--- src/rtl/apr_pkg.sv ---
package apr_pkg;

    localparam int unsigned DATA_W    = 16;
    localparam int unsigned ADDR_W    = 8;
    localparam int unsigned PAGE_WRDS = 4;
    localparam int unsigned SEL_W     = $clog2(PAGE_WRDS);
    localparam int unsigned PAGE_W    = ADDR_W - SEL_W;
    localparam int unsigned CFG_W     = 16;
    localparam int unsigned ASYNC_BIT = 15;

    typedef logic [DATA_W-1:0]                 word_t;
    typedef logic [PAGE_W-1:0]                 page_t;
    typedef logic [SEL_W-1:0]                  sel_t;
    typedef logic [PAGE_WRDS-1:0][DATA_W-1:0]  line_t;

    typedef enum logic [1:0] {
        ACC_NONE,
        ACC_HIT,
        ACC_JOIN,
        ACC_MISS
    } acc_kind_e;

    typedef struct packed {
        logic  valid;
        page_t page;
        sel_t  sel;
    } acc_req_t;

    function automatic word_t array_word(input logic [ADDR_W-1:0] a);
        logic [31:0] prod;
        prod = 32'(a) * 32'h0000_9E37;
        return prod[DATA_W-1:0] ^ word_t'(16'h5A5A);
    endfunction

    function automatic line_t build_line(input page_t pg);
        line_t l;
        for (int k = 0; k < PAGE_WRDS; k++) begin
            l[k] = array_word({pg, sel_t'(k)});
        end
        return l;
    endfunction

    function automatic word_t pick_word(input line_t l, input sel_t s);
        return l[s];
    endfunction

endpackage

--- src/rtl/apr_array.sv ---
module apr_array
    import apr_pkg::*;
#(
    parameter int unsigned MISS_LAT = 6
) (
    input  logic  clk,
    input  logic  rst,
    input  logic  abort,
    input  logic  req,
    input  page_t req_page,
    output logic  busy,
    output logic  done,
    output line_t line
);
    localparam int unsigned CW = $clog2(MISS_LAT + 1);

    logic [CW-1:0] cnt;
    page_t         page_q;

    always_ff @(posedge clk) begin
        if (rst) begin
            cnt    <= '0;
            page_q <= '0;
        end else if (abort) begin
            cnt    <= '0;
        end else if (req) begin
            cnt    <= CW'(MISS_LAT);
            page_q <= req_page;
        end else if (cnt != '0) begin
            cnt    <= cnt - 1'b1;
        end
    end

    assign busy = (cnt != '0);
    assign done = (cnt == CW'(1));
    assign line = build_line(page_q);

endmodule

--- src/rtl/apr_page_buf.sv ---
module apr_page_buf
    import apr_pkg::*;
(
    input  logic  clk,
    input  logic  rst,
    input  logic  clear,
    input  logic  start,
    input  page_t start_tag,
    input  logic  fill,
    input  line_t fill_line,
    output logic  valid,
    output page_t tag,
    output line_t line
);
    always_ff @(posedge clk) begin
        if (rst) begin
            valid <= 1'b0;
            tag   <= '0;
            line  <= '0;
        end else if (clear) begin
            valid <= 1'b0;
        end else if (start) begin
            valid <= 1'b0;
            tag   <= start_tag;
        end else if (fill) begin
            valid <= 1'b1;
            line  <= fill_line;
        end
    end

endmodule

--- src/rtl/apr_idle_timer.sv ---
module apr_idle_timer #(
    parameter int unsigned IDLE_CYC = 15
) (
    input  logic clk,
    input  logic rst,
    input  logic activity,
    output logic standby
);
    localparam int unsigned IW = $clog2(IDLE_CYC + 1);

    logic [IW-1:0] cnt;

    always_ff @(posedge clk) begin
        if (rst || activity) begin
            cnt <= '0;
        end else if (cnt != IW'(IDLE_CYC)) begin
            cnt <= cnt + 1'b1;
        end
    end

    assign standby = (cnt == IW'(IDLE_CYC));

    a_r9_activity_wakes: assert property (@(posedge clk) disable iff (rst)
        activity |=> !standby);

endmodule

--- src/rtl/async_page_reader.sv ---
module async_page_reader
    import apr_pkg::*;
#(
    parameter int unsigned MISS_LAT = 6,
    parameter int unsigned HIT_LAT  = 2,
    parameter int unsigned IDLE_CYC = 15
) (
    input  logic              clk,
    input  logic              rst,
    input  logic [CFG_W-1:0]  cfg_word,
    input  logic              ce,
    input  logic              oe,
    input  logic              lat_en,
    input  logic [PAGE_W-1:0] page_addr,
    input  logic [SEL_W-1:0]  word_sel,
    output logic [DATA_W-1:0] rd_data,
    output logic              rd_ready,
    output logic              standby,
    output logic              wait_o
);
    localparam int unsigned HW = $clog2(HIT_LAT + 1);

    logic          active;
    acc_req_t      req;
    acc_kind_e     kind;
    sel_t          sel_q;
    page_t         cur_page;
    logic [HW-1:0] hit_cnt;
    word_t         data_q;
    logic          ready_q;

    logic          arr_busy, arr_done;
    line_t         arr_line;
    logic          buf_valid;
    page_t         buf_tag;
    line_t         buf_line;
    logic          activity;

    assign active    = ce && cfg_word[ASYNC_BIT];
    assign req.valid = active && (lat_en || (word_sel != sel_q));
    assign req.page  = lat_en ? page_addr : cur_page;
    assign req.sel   = word_sel;

    always_comb begin
        if (!req.valid)
            kind = ACC_NONE;
        else if (buf_valid && (buf_tag == req.page))
            kind = ACC_HIT;
        else if (arr_busy && (buf_tag == req.page))
            kind = ACC_JOIN;
        else
            kind = ACC_MISS;
    end

    apr_array #(.MISS_LAT(MISS_LAT)) u_array (
        .clk      (clk),
        .rst      (rst),
        .abort    (!active),
        .req      (kind == ACC_MISS),
        .req_page (req.page),
        .busy     (arr_busy),
        .done     (arr_done),
        .line     (arr_line)
    );

    apr_page_buf u_buf (
        .clk       (clk),
        .rst       (rst),
        .clear     (!active),
        .start     (kind == ACC_MISS),
        .start_tag (req.page),
        .fill      (arr_done),
        .fill_line (arr_line),
        .valid     (buf_valid),
        .tag       (buf_tag),
        .line      (buf_line)
    );

    assign activity = req.valid || (hit_cnt != '0) || arr_busy;

    apr_idle_timer #(.IDLE_CYC(IDLE_CYC)) u_idle (
        .clk      (clk),
        .rst      (rst),
        .activity (activity),
        .standby  (standby)
    );

    always_ff @(posedge clk) begin
        if (rst) begin
            hit_cnt  <= '0;
            ready_q  <= 1'b0;
            data_q   <= '0;
            sel_q    <= '0;
            cur_page <= '0;
        end else if (!active) begin
            hit_cnt  <= '0;
            ready_q  <= 1'b0;
        end else begin
            unique case (kind)
                ACC_MISS: begin
                    hit_cnt <= '0;
                    ready_q <= 1'b0;
                end
                ACC_HIT: begin
                    hit_cnt <= HW'(HIT_LAT);
                    ready_q <= 1'b0;
                end
                default: begin
                    if (arr_done) begin
                        data_q  <= pick_word(arr_line, req.sel);
                        ready_q <= 1'b1;
                    end
                    if (hit_cnt == HW'(1)) begin
                        data_q  <= pick_word(buf_line, req.sel);
                        ready_q <= 1'b1;
                    end
                    if (hit_cnt != '0) hit_cnt <= hit_cnt - 1'b1;
                end
            endcase
            if (req.valid) sel_q <= req.sel;
            if (req.valid && lat_en) cur_page <= page_addr;
        end
    end

    assign rd_data  = oe ? data_q : '0;
    assign rd_ready = ready_q;
    assign wait_o   = cfg_word[ASYNC_BIT];

    a_r3_ready_needs_page: assert property (@(posedge clk) disable iff (rst)
        rd_ready |-> buf_valid);

    a_r4_hit_wait_not_ready: assert property (@(posedge clk) disable iff (rst)
        (hit_cnt > HW'(1)) |=> !rd_ready);

    a_r5_sel_change_keeps_page: assert property (@(posedge clk) disable iff (rst)
        (active && buf_valid && !lat_en) |=> buf_valid);

    a_r7_disable_flushes: assert property (@(posedge clk) disable iff (rst)
        !active |=> (!buf_valid && !arr_busy && !rd_ready));

    a_r13_join_keeps_fetch: assert property (@(posedge clk) disable iff (rst)
        (kind == ACC_JOIN && !arr_done) |=> arr_busy);

endmodule

--- config.mk ---
export PLATFORM = sky130hd
export DESIGN_NAME = async_page_reader
export DESIGN_NICKNAME = d
export VERILOG_FILES = /design/src/rtl/apr_pkg.sv /design/src/rtl/apr_array.sv /design/src/rtl/apr_page_buf.sv /design/src/rtl/apr_idle_timer.sv /design/src/rtl/async_page_reader.sv
export SDC_FILE = /design/constraint.sdc
export NUM_CORES = 1
export LEC_CHECK = 0
export BUFFER_PORTS_ARGS = -buffer_cell sky130_fd_sc_hd__buf_2
export CAP_MARGIN = 10
export CORE_MARGIN = 8
export CORE_UTILIZATION = 55
export DETAILED_ROUTE_END_ITERATION = 7
export PLACE_DENSITY_LB_ADDON = 0.08
export SYNTH_ARGS = -nofsm -noshare
export SYNTH_HDL_FRONTEND = slang
export SYNTH_HIERARCHICAL = 1
export SYNTH_SLANG_ARGS = --single-unit
export TNS_END_PERCENT = 50
--- constraint.sdc ---
create_clock -name clk -period 15.2 [get_ports clk]
set_input_delay 0.76 -clock clk [delete_from_list [all_inputs] [get_ports clk]]
set_output_delay 0.76 -clock clk [all_outputs]
set_load 0.02 [all_outputs]
# Yosys cells after proc, flatten, opt, wreduce, memory -nomap -nowiden
# Cells that the tools add are included.
classes:
  add_sub_neg: 3
  mul: 4
  n_lt_le_gt_ge: 1
  eq_ne: 8
  muxes: 17
  n_bitwise: 7
  n_reduce_logical: 23
ops:
  columns: ["cell", "count"]
  rows:
  - ["2-to-1 mux 16 bit", 5]
  - ["binary-select mux 16 bit (select 2 bit)", 2]
  - ["multiplier 8 x 16 -> 16 bit, second input constant", 2]
  - ["inverter 8 bit", 4]
  - ["multiplier 6 x 16 -> 14 bit, second input constant", 1]
  - ["multiplier 7 x 16 -> 15 bit, second input constant", 1]
  - ["== test 6 bit", 1]
  - ["2-to-1 mux 2 bit", 3]
  - ["2-to-1 mux 3 bit", 2]
  - ["2-to-1 mux 6 bit", 1]
  - ["AND reduction 2 bit", 3]
  - ["AND reduction 3 bit", 2]
  - ["nonzero test 2 bit", 3]
  - ["nonzero test 3 bit", 2]
  - ["logical AND 1 bit", 5]
  - ["adder 4 x 1 -> 4 bit, second input constant", 1]
  - ["== test 2 x 1 -> 1 bit, second input constant", 2]
  - ["== test 4 bit, second input constant", 1]
  - ["logical OR 1 bit", 4]
  - ["!= test 4 bit, second input constant", 1]
  - ["case mux 2 bit (2 select lines)", 1]
  - ["OR reduction 2 bit", 2]
  - ["OR reduction 4 bit", 1]
  - ["== test 3 x 1 -> 1 bit, second input constant", 1]
  - ["other kinds (8)", 12]
word_totals:
  reg_bits: 103
  in_bits: 29
  output_inout_bits: 19
  word_cells: 77

# Logic depth before layout (Yosys ltp)
# Gate-level depths: netlist (run 1).
depth:
  ltp_word: 10
  ltp_mapped: 19

# By module
# The synthesis (run 1) kept the hierarchy.
modules_own_cells:
  columns: ["mod", "n_inst", "cells_per_inst", "area_per_inst_um2"]
  rows:
  - ["apr_array", 1, 427, 3469.6]
  - ["apr_page_buf", 1, 303, 2523.7]
  - ["async_page_reader", 1, 218, 2459.9]
  - ["apr_idle_timer", 1, 19, 207.7]

# Worst setup path before layout (run 1)
# OpenSTA, ideal clock, no wires.
synth_path:
  path_kind: "register to register"
  start: "reg u_array.page_q[3]"
  end: "reg data_q[15]"
  setup_ns: 0.121
  arrival_time_ns: 4.714
  t_required_ns: 15.079
  setup_slack_ns: 10.365
  path_stages_with_launch: 18
  cell_sequence: "dfxtp_1 > fa_1 > inv_1 > fa_1 > fa_1 > inv_1 > ha_1 > ha_1 > or3_1 > o22ai_2 > nor2_1 > a211o_1 > a221oi_2 > xnor2_1 > mux4_2 > mux2i_1 > nor2_1 > mux2_4"
synth_rtl:
  columns: ["item", "line_no", "rtl"]
  rows:
  - ["from (decl)", "apr_array.sv:18", "page_t page_q;"]
  - ["from (signal assigned)", "apr_array.sv:28", "page_q <= req_page;"]
  - ["to (signal assigned)", "async_page_reader.sv:110", "data_q <= pick_word(arr_line, req.sel);"]
  - ["to (signal assigned)", "async_page_reader.sv:114", "data_q <= pick_word(buf_line, req.sel);"]
  - ["to (decl)", "async_page_reader.sv:29", "word_t data_q;"]

==> results_dict.tcl, run 1 <==
set metrics [dict create \
    outcome "completed" \
    max_clock_freq_ghz 0.179 \
    finalWeightedCongestion 0.863 \
    timing.hold.worst.start "u_buf/line[17]" \
    syn2layout_area_growth_pct 5.06 \
    post_synth_mux_area_share 0.156 \
    max_slew_margin 0.426 \
    place.detailed.instances 1169 \
    power_per_cell_area_nw_per_um2 71.2 \
    max-vdd-ir-drop_mv 0.0551 \
    via_per_inst 5.35 \
    synth.yosys.seq_area_share 0.257 \
    std_cell_rows 46 \
    fp.dieH_um 141 \
    cts_htree_levels 3 \
    initial_antenna_violation_count 0 \
    multi_input_comb_area_um2 5750 \
    regToRegSetupSlack_ns 9.60 \
    final_cell_mix "nand2_1, dfxtp_1, a21oi_1, inv_1, ha_1" \
    max_cap_violations 0 \
    clock_tree.root_cell "clkbuf_16" \
    grt.total_usage 0.194 \
    route.vias.total 6344 \
    nFillCells 1485 \
    io_pins 48 \
    synthAdderAreaFrac 0.177 \
    dieWidth_um 141 \
    critPathArrivalTime_ns 5.86 \
    final_min_period_over_clock_period 0.368 \
    reg2reg_from "u_array/page_q[0]" \
    totalNegativeSetupSlack_ns 0 \
    grt_pass1_wl_um 31000 \
    synthSimpleGateAreaFrac 0.156 \
    place_area_um2 8780 \
    worst-slew-pin-transition_ns 0.860 \
    first_pass_iters 4 \
    fin_nets 1100 \
    post-route-util 0.581 \
    synthXorXnorAreaFrac 0.0576 \
    critical_path.max_stage_delay_ns 0.57 \
    report.final.hold_viol_count 0 \
    postCtsHoldBufs 0 \
    final_area_um2 9100 \
    die_area_um2 20000 \
    netlist_area_um2 8660 \
    worst_setup_hold_path_clk_slew_ns 0.08 \
    ctsResizeCount 0 \
    startpoint "u_array/page_q[0]" \
    critical_path.startpoint_type "flip-flop" \
    leftover_overflow_at_the_end_of_global_routing 0 \
    yosys_warnings 6 \
    slowest_stage "dfxtp_1" \
    synth.lib_cells_used.distinct 63 \
    fin_crit_ns 5.60 \
    post_synth.cell_area_avg_um2 8.96 \
    post-cts-setup-buffer-count 0 \
    final_antenna_net_count 0 \
    cts-buffers-inserted 9 \
    static-leakage-power_nw 3.98 \
    drt_iter0_drc 393 \
    post_drt_wl_per_cell_um 15.5 \
    clock_tree.buffer_depth 2 \
    synth_compound_gate_area_share 0.112 \
    power.total_uw 648 \
    timing.setup.critical_path_class "flip-flop to flip-flop" \
    port-buffer-count 32 \
    final_common_cell "nand2_1" \
    asyncSetResetFlopFracSynth 0 \
    worstSetupEndpointType "flip-flop" \
    combinational_family_with_the_most_area_after_synthesis "adder cells" \
    hp-class "flip-flop to flip-flop" \
    antennaDiodeCount 0 \
    synth_edf_count 0 \
    synth_top_flop_cell "dfxtp_1" \
    final_layout_size_suffix_gt1_frac 0.130 \
    drt_wl_total_um 18400 \
    worst_clock_skew_ns 0.0111 \
    worst_path_cell_trace "ha_1 -> fa_1 -> fa_1 -> inv_1 -> fa_1 -> ha_1 -> o21a_1 -> o21ai_0 -> nor2_1 -> a221o_1 -> a21oi_1 -> xnor2_1 -> mux4_2 -> mux2i_1 -> nor2_1 -> mux2_4" \
    number_of_global_route_vias_before_repair 6017 \
    worst_skew_pair.late_latency_ns 0.37 \
    synthesis_stage_register_bit_count 111 \
    drc_errors 0 \
    slew_viol_final 0 \
    syn-instance-count 967 \
    grt_max_degree 79 \
    clock_tree_from_tritoncts "built" \
    rsz_0062_raised_after_global_routing "no" \
    cts_num_sinks 111 \
    core_area_um2 15700 \
    sequential_cell_area_um2 2220 \
    worstPathRequired_ns 15.46 \
    initial_core_util 0.553 \
    place_hpwl_um 13600 \
    critPathMostFrequentCell "fa_1" \
    crit_fanout 9 \
    setup_violations 0 \
    layoutNonFillerInstCount 1185 \
]
synth_stat cells, types with 3 or more instances:
master      n  area (µm²)
a211oi_1    3        22.5
a21o_1     13        97.6
a21oi_1    95         475
a221o_1     3        30.0
a31oi_1     7        43.8
and2_1     21         131
and3_1      3        18.8
buf_2       5        25.0
buf_4      19         143
buf_6       3        33.8
buf_8       6        90.1
clkbuf_1   26        97.6
dfxtp_1   111        2220
fa_1       26         521
ha_1       81        1010
inv_1      88         330
mux2_2     10         113
mux2_4     14         210
mux2i_1    31         310
mux4_2     32         721
nand2_1   148         556
nor2_1     64         240
nor2b_1    19         119
nor3_1     10        50.1
nor3b_1     6        45.0
nor4_1      6        37.5
o21a_1      5        37.5
o21ai_0    12        60.1
o21bai_1    5        37.5
xnor2_1    33         289
xor2_1     24         210
power breakdown:
group	switching [mW]	internal (mW)
sequential	0.00185	0.293
combinational	0.0592	0.0419
clock	0.121	0.132
total	0.182	0.466
through the flow:
step / worst slack [ns] / hold WS, ns
after detailed placement: 9.69 / 0.447
after global routing: 9.38 / 0.469
after global placement: 9.70 / 0.441
after CTS: 9.67 / 0.458
after floorplan: 10.37 / 0.433
final: 9.60 / 0.453
sequential cells by signal (all words and copies together), names as in the netlist:
register and flops:
u_buf/valid 1, u_array/cnt 3, u_buf/tag 6, u_array/page_q 6, data_q 16, hit_cnt 2, sel_q 2, u_buf/line 64
u_idle/cnt 4, rd_ready 1, cur_page 6
cell families (layout without fill, tap and decap cells):
logic type,Yosys count,in the layout
flops,111,111
simple gates,295,295
mux,87,87
buf+inv,147,143
other cells,2,8
xor+xnor,57,57
compound gates,161,161
fa+ha+maj,107,107
layout make-up:
class	count	area share
clock buffers	9	0.0248
multi-input cells	715	0.632
clock inverters	7	0.00976
inverters	88	0.0363
flip-flops and latches	111	0.244
well taps	216	0.0297
repair buffers	39	0.0237
per-layer routing:
| layer | up-vias | wire, µm | GRT usage |
|---|---|---|---|
| li1 | 3216 | - | - |
| met4 | 0 | 276 | 0.0577 |
| met3 | 16 | 740 | 0.0329 |
| met2 | 101 | 8160 | 0.304 |
| met5 | - | 0 | 0 |
| met1 | 3011 | 9230 | 0.268 |
critical path: cells and delay by family (launching register included):
| kind | cells | cell delay, ns |
|---|---|---|
| AO/OA/AOI/OAI | 4 | 0.98 |
| flip-flops | 1 | 0.57 |
| AND/OR/NAND/NOR | 2 | 0.18 |
| XOR/XNOR | 1 | 0.12 |
| adder cells (fa/ha/maj) | 5 | 2.41 |
| multiplexers | 3 | 1.15 |
| buffers and inverters | 1 | 0.06 |
path summary, 6_finish.rpt:
kind,end,cells after the start
worst min register to register,u_buf/line[17],2
worst max register to register,data_q[13],16
worst min-delay path,u_buf/line[17],2
worst max-delay path,data_q[13],16
(Power assumes the default switching activity.)
==> run 2, diff against run 1 <==
==> constraint.sdc (replaced) <==
create_clock -name clk -period 4.9 [get_ports clk]
set_input_delay 0.245 -clock clk [delete_from_list [all_inputs] [get_ports clk]]
set_output_delay 0.245 -clock clk [all_outputs]
set_load 0.02 [all_outputs]
==> results_dict.tcl, run 2 (synthesized netlist as in run 1, its figures left out) <==
set metrics [dict create \
    p_int_mw 1.55 \
    relative_contribution_of_combinational_cells_to_total_power 0.169 \
    postCtsHoldBufs 0 \
    initial_core_util 0.553 \
    initial_antenna_violation_count 0 \
    worstSetupEndpointType "flip-flop" \
    report.final.hold_viol_count 0 \
    max_clock_freq_ghz 0.207 \
    startpoint "u_array/page_q[3]" \
    total_switching_power_uw 554 \
    power.total_mw 2.10 \
    drc_errors 0 \
    cts-buffers-inserted 9 \
    port-buffer-count 32 \
    fin_nets 1160 \
    sequentialPowerShare 0.434 \
    core_area_um2 15700 \
    largest_register "u_buf/line" \
    final_min_period_over_clock_period 0.988 \
    timing.setup.critical_path_class "flip-flop to flip-flop" \
    max_slew_margin 0.293 \
    io_pins 48 \
    post_drt_wl_per_cell_um 15.5 \
    clock_tree.buffer_depth 2 \
    clock_power_share 0.396 \
    drt_iter0_drc 416 \
    number_of_global_route_vias_before_repair 6330 \
    place_hpwl_um 14400 \
    worstPathRequired_ns 5.15 \
    slew_viol_final 0 \
    final_common_cell "nand2_1" \
    critPathArrivalTime_ns 5.09 \
    dp_worst_setup_slack_ns -0.152 \
    grt_max_degree 83 \
    max_cap_violations 0 \
    grt.total_usage 0.202 \
    drt_wl_total_um 19300 \
    fin_worst_hold_slack_ns 0.134 \
    leftover_overflow_at_the_end_of_global_routing 0 \
    rsz_0062_raised_after_global_routing "yes" \
    power_per_cell_area_nw_per_um2 217 \
    place.detailed.instances 1228 \
    power.switching_fraction 0.264 \
    timing.hold.worst.start "page_addr[3]" \
    dieWidth_um 141 \
    reg2reg_from "u_array/page_q[3]" \
    setup_violations 0 \
    std_cell_rows 46 \
    grt_pass1_wl_um 32600 \
    route.vias.total 6604 \
    die_area_um2 20000 \
    largest_reg_flops 64 \
    cts_num_sinks 111 \
    first_pass_iters 5 \
    worst_setup_hold_path_clk_slew_ns 0.08 \
    syn2layout_area_growth_pct 12.0 \
    final_cell_mix "nand2_1, dfxtp_1, a21oi_1, inv_1, ha_1" \
    clock_tree.root_cell "clkbuf_16" \
    worst_clock_skew_ns 0.0121 \
    clock_tree_from_tritoncts "built" \
    final.setup.worst_slack_ns 0.0612 \
    critical_path.startpoint_type "flip-flop" \
    final_layout_size_suffix_gt1_frac 0.210 \
    post-route-util 0.620 \
    final_antenna_net_count 0 \
    fin_crit_ns 4.84 \
    fp.dieH_um 141 \
    outcome "completed" \
    worst-slew-pin-transition_ns 1.06 \
    layoutNonFillerInstCount 1245 \
    max-vdd-ir-drop_mv 0.178 \
    antennaDiodeCount 0 \
    layout_top_registers "u_buf/line: 64 flops, data_q: 16 flops" \
    finalWeightedCongestion 0.842 \
    cts_htree_levels 3 \
    static-leakage-power_nw 4.29 \
    worst_skew_pair.late_latency_ns 0.36 \
    hp-class "input port to flip-flop" \
    via_per_inst 5.30 \
    crit_fanout 3 \
]
## run 2: cell count changes in the layout (fill, tap and decap cells not counted), moves of 4 or more
cell,change
buf_4,+60
o21ai_0,-4
ha_1,-5
dfxtp_1,-4
a21oi_2,+5
a21oi_1,-5
dfxtp_2,+4
## run 2: area by class of cell
class                      count  area (µm²)
clock buffer                  11         253
clock inverter                 5        85.1
fill                        1419        5950
inverter                      88         330
multi-input combinational    715        5870
sequential                   111        2230
tap                          216         270
timing repair buffer          99         666
## run 2: timing repair
action	in CTS	in global routing
gates cloned	0	0
pin swaps	4	10
gates resized for setup	18	17
setup endpoints to repair	5	6
buffers inserted	0	1
## run 2: path summary, 6_finish.rpt
path / to / slack (ns) / depth (start not counted)
setup / recovery: data_q[15] / 0.06 / 17
hold / removal: cur_page[3] / 0.13 / 3
setup reg to reg: data_q[15] / 0.06 / 17
hold reg to reg: u_buf/line[55] / 0.45 / 2
## run 2: critical path, cell delays in order, from the launching register on
cell and delay, ns:
dfxtp_2 0.34, fa_1 0.53, inv_1 0.05, fa_1 0.49, fa_1 0.43, inv_2 0.11
fa_2 0.46, ha_2 0.34, o21a_1 0.15, o21ai_2 0.09, nor3b_2 0.27, o2111ai_2 0.16
a21oi_2 0.22, xnor2_2 0.12, mux4_2 0.48, mux2i_1 0.16, nor2_1 0.06, mux2_4 0.27
## run 2: metrics by stage
stage / instance area (µm²) / setup TNS (ns)
2_1_floorplan: 8680 / 0
3_3_place_gp: 9230 / -0.415
3_5_place_dp: 9230 / -0.459
4_1_cts: 9650 / 0
5_1_grt: 9700 / -0.352
6_report: 9700 / 0
## run 2: power groups by stage
stage | Clock, mW | Sequential, mW | Combinational, mW
after floorplan | 0 | 0.933 | 0.248
after global placement | 0 | 0.934 | 0.340
after detailed placement | 0 | 0.934 | 0.341
after CTS | 0.856 | 0.913 | 0.350
after global routing | 0.893 | 0.914 | 0.394
final | 0.833 | 0.913 | 0.356
## run 2: routing by layer
metal,part of all wire,track usage
met5,0,0
met4,0.0074,0.0424
met3,0.044,0.0306
met2,0.44,0.307
met1,0.51,0.297
==> run 3, diff against run 2 <==
--- a/config.mk
+++ b/config.mk
@@ -10,7 +10,7 @@
 export CORE_MARGIN = 8
 export CORE_UTILIZATION = 55
 export DETAILED_ROUTE_END_ITERATION = 7
-export PLACE_DENSITY_LB_ADDON = 0.08
+export PLACE_DENSITY_LB_ADDON = 0.05
 export SYNTH_ARGS = -nofsm -noshare
 export SYNTH_HDL_FRONTEND = slang
 export SYNTH_HIERARCHICAL = 1
==> results_dict.tcl, run 3 (synthesized netlist as in run 1, its figures left out) <==
set metrics [dict create \
    cts_htree_levels 3 \
    final_cell_mix "nand2_1, dfxtp_1, a21oi_1, inv_1, ha_1" \
    max_cap_violations 0 \
    dieWidth_um 141 \
    fin_worst_hold_slack_ns 0.143 \
    drc_errors 0 \
    report.final.hold_viol_count 0 \
    via_per_inst 5.41 \
    post_drt_wl_per_cell_um 16.3 \
    critPathArrivalTime_ns 5.06 \
    clock_tree.buffer_depth 2 \
    grt_pass1_wl_um 33200 \
    worst_case_reg_to_reg_path_depth 18 \
    die_area_um2 20000 \
    max_slew_margin 0.362 \
    static-leakage-power_nw 4.27 \
    worstSetupEndpointType "flip-flop" \
    leftover_overflow_at_the_end_of_global_routing 0 \
    max-vdd-ir-drop_mv 0.165 \
    io_pins 48 \
    grt_max_degree 79 \
    critical_path.max_stage_delay_ns 0.55 \
    antennaDiodeCount 0 \
    largest_reg_flops 64 \
    fin_crit_ns 4.81 \
    max_clock_freq_ghz 0.208 \
    place.detailed.instances 1223 \
    worstPathRequired_ns 5.15 \
    worst_setup_hold_path_clk_slew_ns 0.07 \
    final_common_cell "nand2_1" \
    outcome "completed" \
    worst_skew_pair.late_latency_ns 0.35 \
    postCtsHoldBufs 0 \
    cts-buffers-inserted 9 \
    hold_path_stages 3 \
    totalNegativeSetupSlack_ns 0 \
    initial_core_util 0.553 \
    setup_violations 0 \
    worst_path_cell_trace "fa_1 -> inv_2 -> fa_1 -> fa_1 -> inv_2 -> ha_4 -> fa_1 -> o21a_2 -> o22ai_2 -> nor2_1 -> a211o_1 -> buf_4 -> buf_4 -> xnor2_1 -> mux4_2 -> mux2i_1 -> nor2_1 -> mux2_4" \
    worst_clock_skew_ns 0.0112 \
    drt_iter0_drc 418 \
    crit_fanout 3 \
    place_area_um2 9190 \
    layout_top_registers "u_buf/line: 64 flops, data_q: 16 flops" \
    worst-slew-pin-transition_ns 0.955 \
    hp-class "input port to flip-flop" \
    syn2layout_area_growth_pct 11.7 \
    rsz_0062_raised_after_global_routing "yes" \
    power_per_cell_area_nw_per_um2 213 \
    drt_wl_total_um 20300 \
    final_min_period_over_clock_period 0.982 \
    final.setup.worst_slack_ns 0.0893 \
    timing.setup.critical_path_class "flip-flop to flip-flop" \
    nFillCells 1392 \
    route.vias.total 6713 \
    std_cell_rows 46 \
    slew_viol_final 0 \
    layoutNonFillerInstCount 1241 \
    grt.total_usage 0.208 \
    port-buffer-count 32 \
    fin_nets 1158 \
    cts_num_sinks 111 \
    critical_path.startpoint_type "flip-flop" \
    finalWeightedCongestion 0.855 \
    first_pass_iters 5 \
    core_area_um2 15700 \
    initial_antenna_violation_count 0 \
    slowest_stage "fa_1" \
    final_area_um2 9680 \
    largest_register "u_buf/line" \
    dp_worst_setup_slack_ns -0.102 \
    final_antenna_net_count 0 \
    clock_tree_from_tritoncts "built" \
    clock_tree.root_cell "clkbuf_16" \
    number_of_global_route_vias_before_repair 6738 \
    fp.dieH_um 141 \
    final_layout_size_suffix_gt1_frac 0.206 \
    critPathMostFrequentCell "fa_1" \
    place_hpwl_um 15800 \
]
[run 3: layer usage]
metal	wire [µm]	track usage	part of all wire	vias up
met3	776	0.0306	0.038	24
met1	9540	0.274	0.47	3245
li1	-	-	-	3330
met5	0	0	0	-
met2	9630	0.347	0.48	114
met4	311	0.0594	0.015	0
[run 3: timing repair]
| item | CTS | global route |
|---|---|---|
| pin swaps | 2 | 20 |
| buffers inserted | 0 | 4 |
| setup endpoints to repair | 4 | 6 |
| resized for setup | 9 | 25 |
[run 3: layout make-up]
cell class	instances	area [µm²]	area share
sequential	111	2230	0.230
timing repair buffer	97	651	0.0672
tap	216	270	0.0279
inverter	88	330	0.0341
clock buffer	10	239	0.0247
clock inverter	4	77.6	0.00802
multi-input combinational	715	5880	0.608
[run 3: final timing paths]
kind	startpoint	end	slack (ns)
setup reg to reg	u_array/page_q[3]	data_q[11]	0.09
setup / recovery	u_array/page_q[3]	data_q[11]	0.09
hold / removal	page_addr[1]	cur_page[1]	0.14
hold reg to reg	u_buf/line[48]	u_buf/line[48]	0.46
[run 3: where the power goes]
group | internal, mW | total (mW) | switching, mW
Combinational | 0.156 | 0.354 | 0.198
Clock | 0.461 | 0.795 | 0.334
Sequential | 0.908 | 0.913 | 0.00526
[run 3: per-stage QoR]
stage	util	power, mW
2_1_floorplan	-	1.18
3_3_place_gp	0.587	1.27
3_5_place_dp	0.587	1.27
4_1_cts	0.610	2.08
5_1_grt	0.618	2.16
6_report	0.618	2.06
[run 3: worst max-delay path: cells and delay by family, from the launching register on]
kind | cells | cell delay (ns)
adders and majority gates | 5 | 2.16
and+or+nand+nor | 2 | 0.13
buffers and inverters | 4 | 0.37
DFF | 1 | 0.33
AOI/OAI and AO/OA | 3 | 0.66
muxes | 3 | 0.91
xor gates and xnor gates | 1 | 0.13
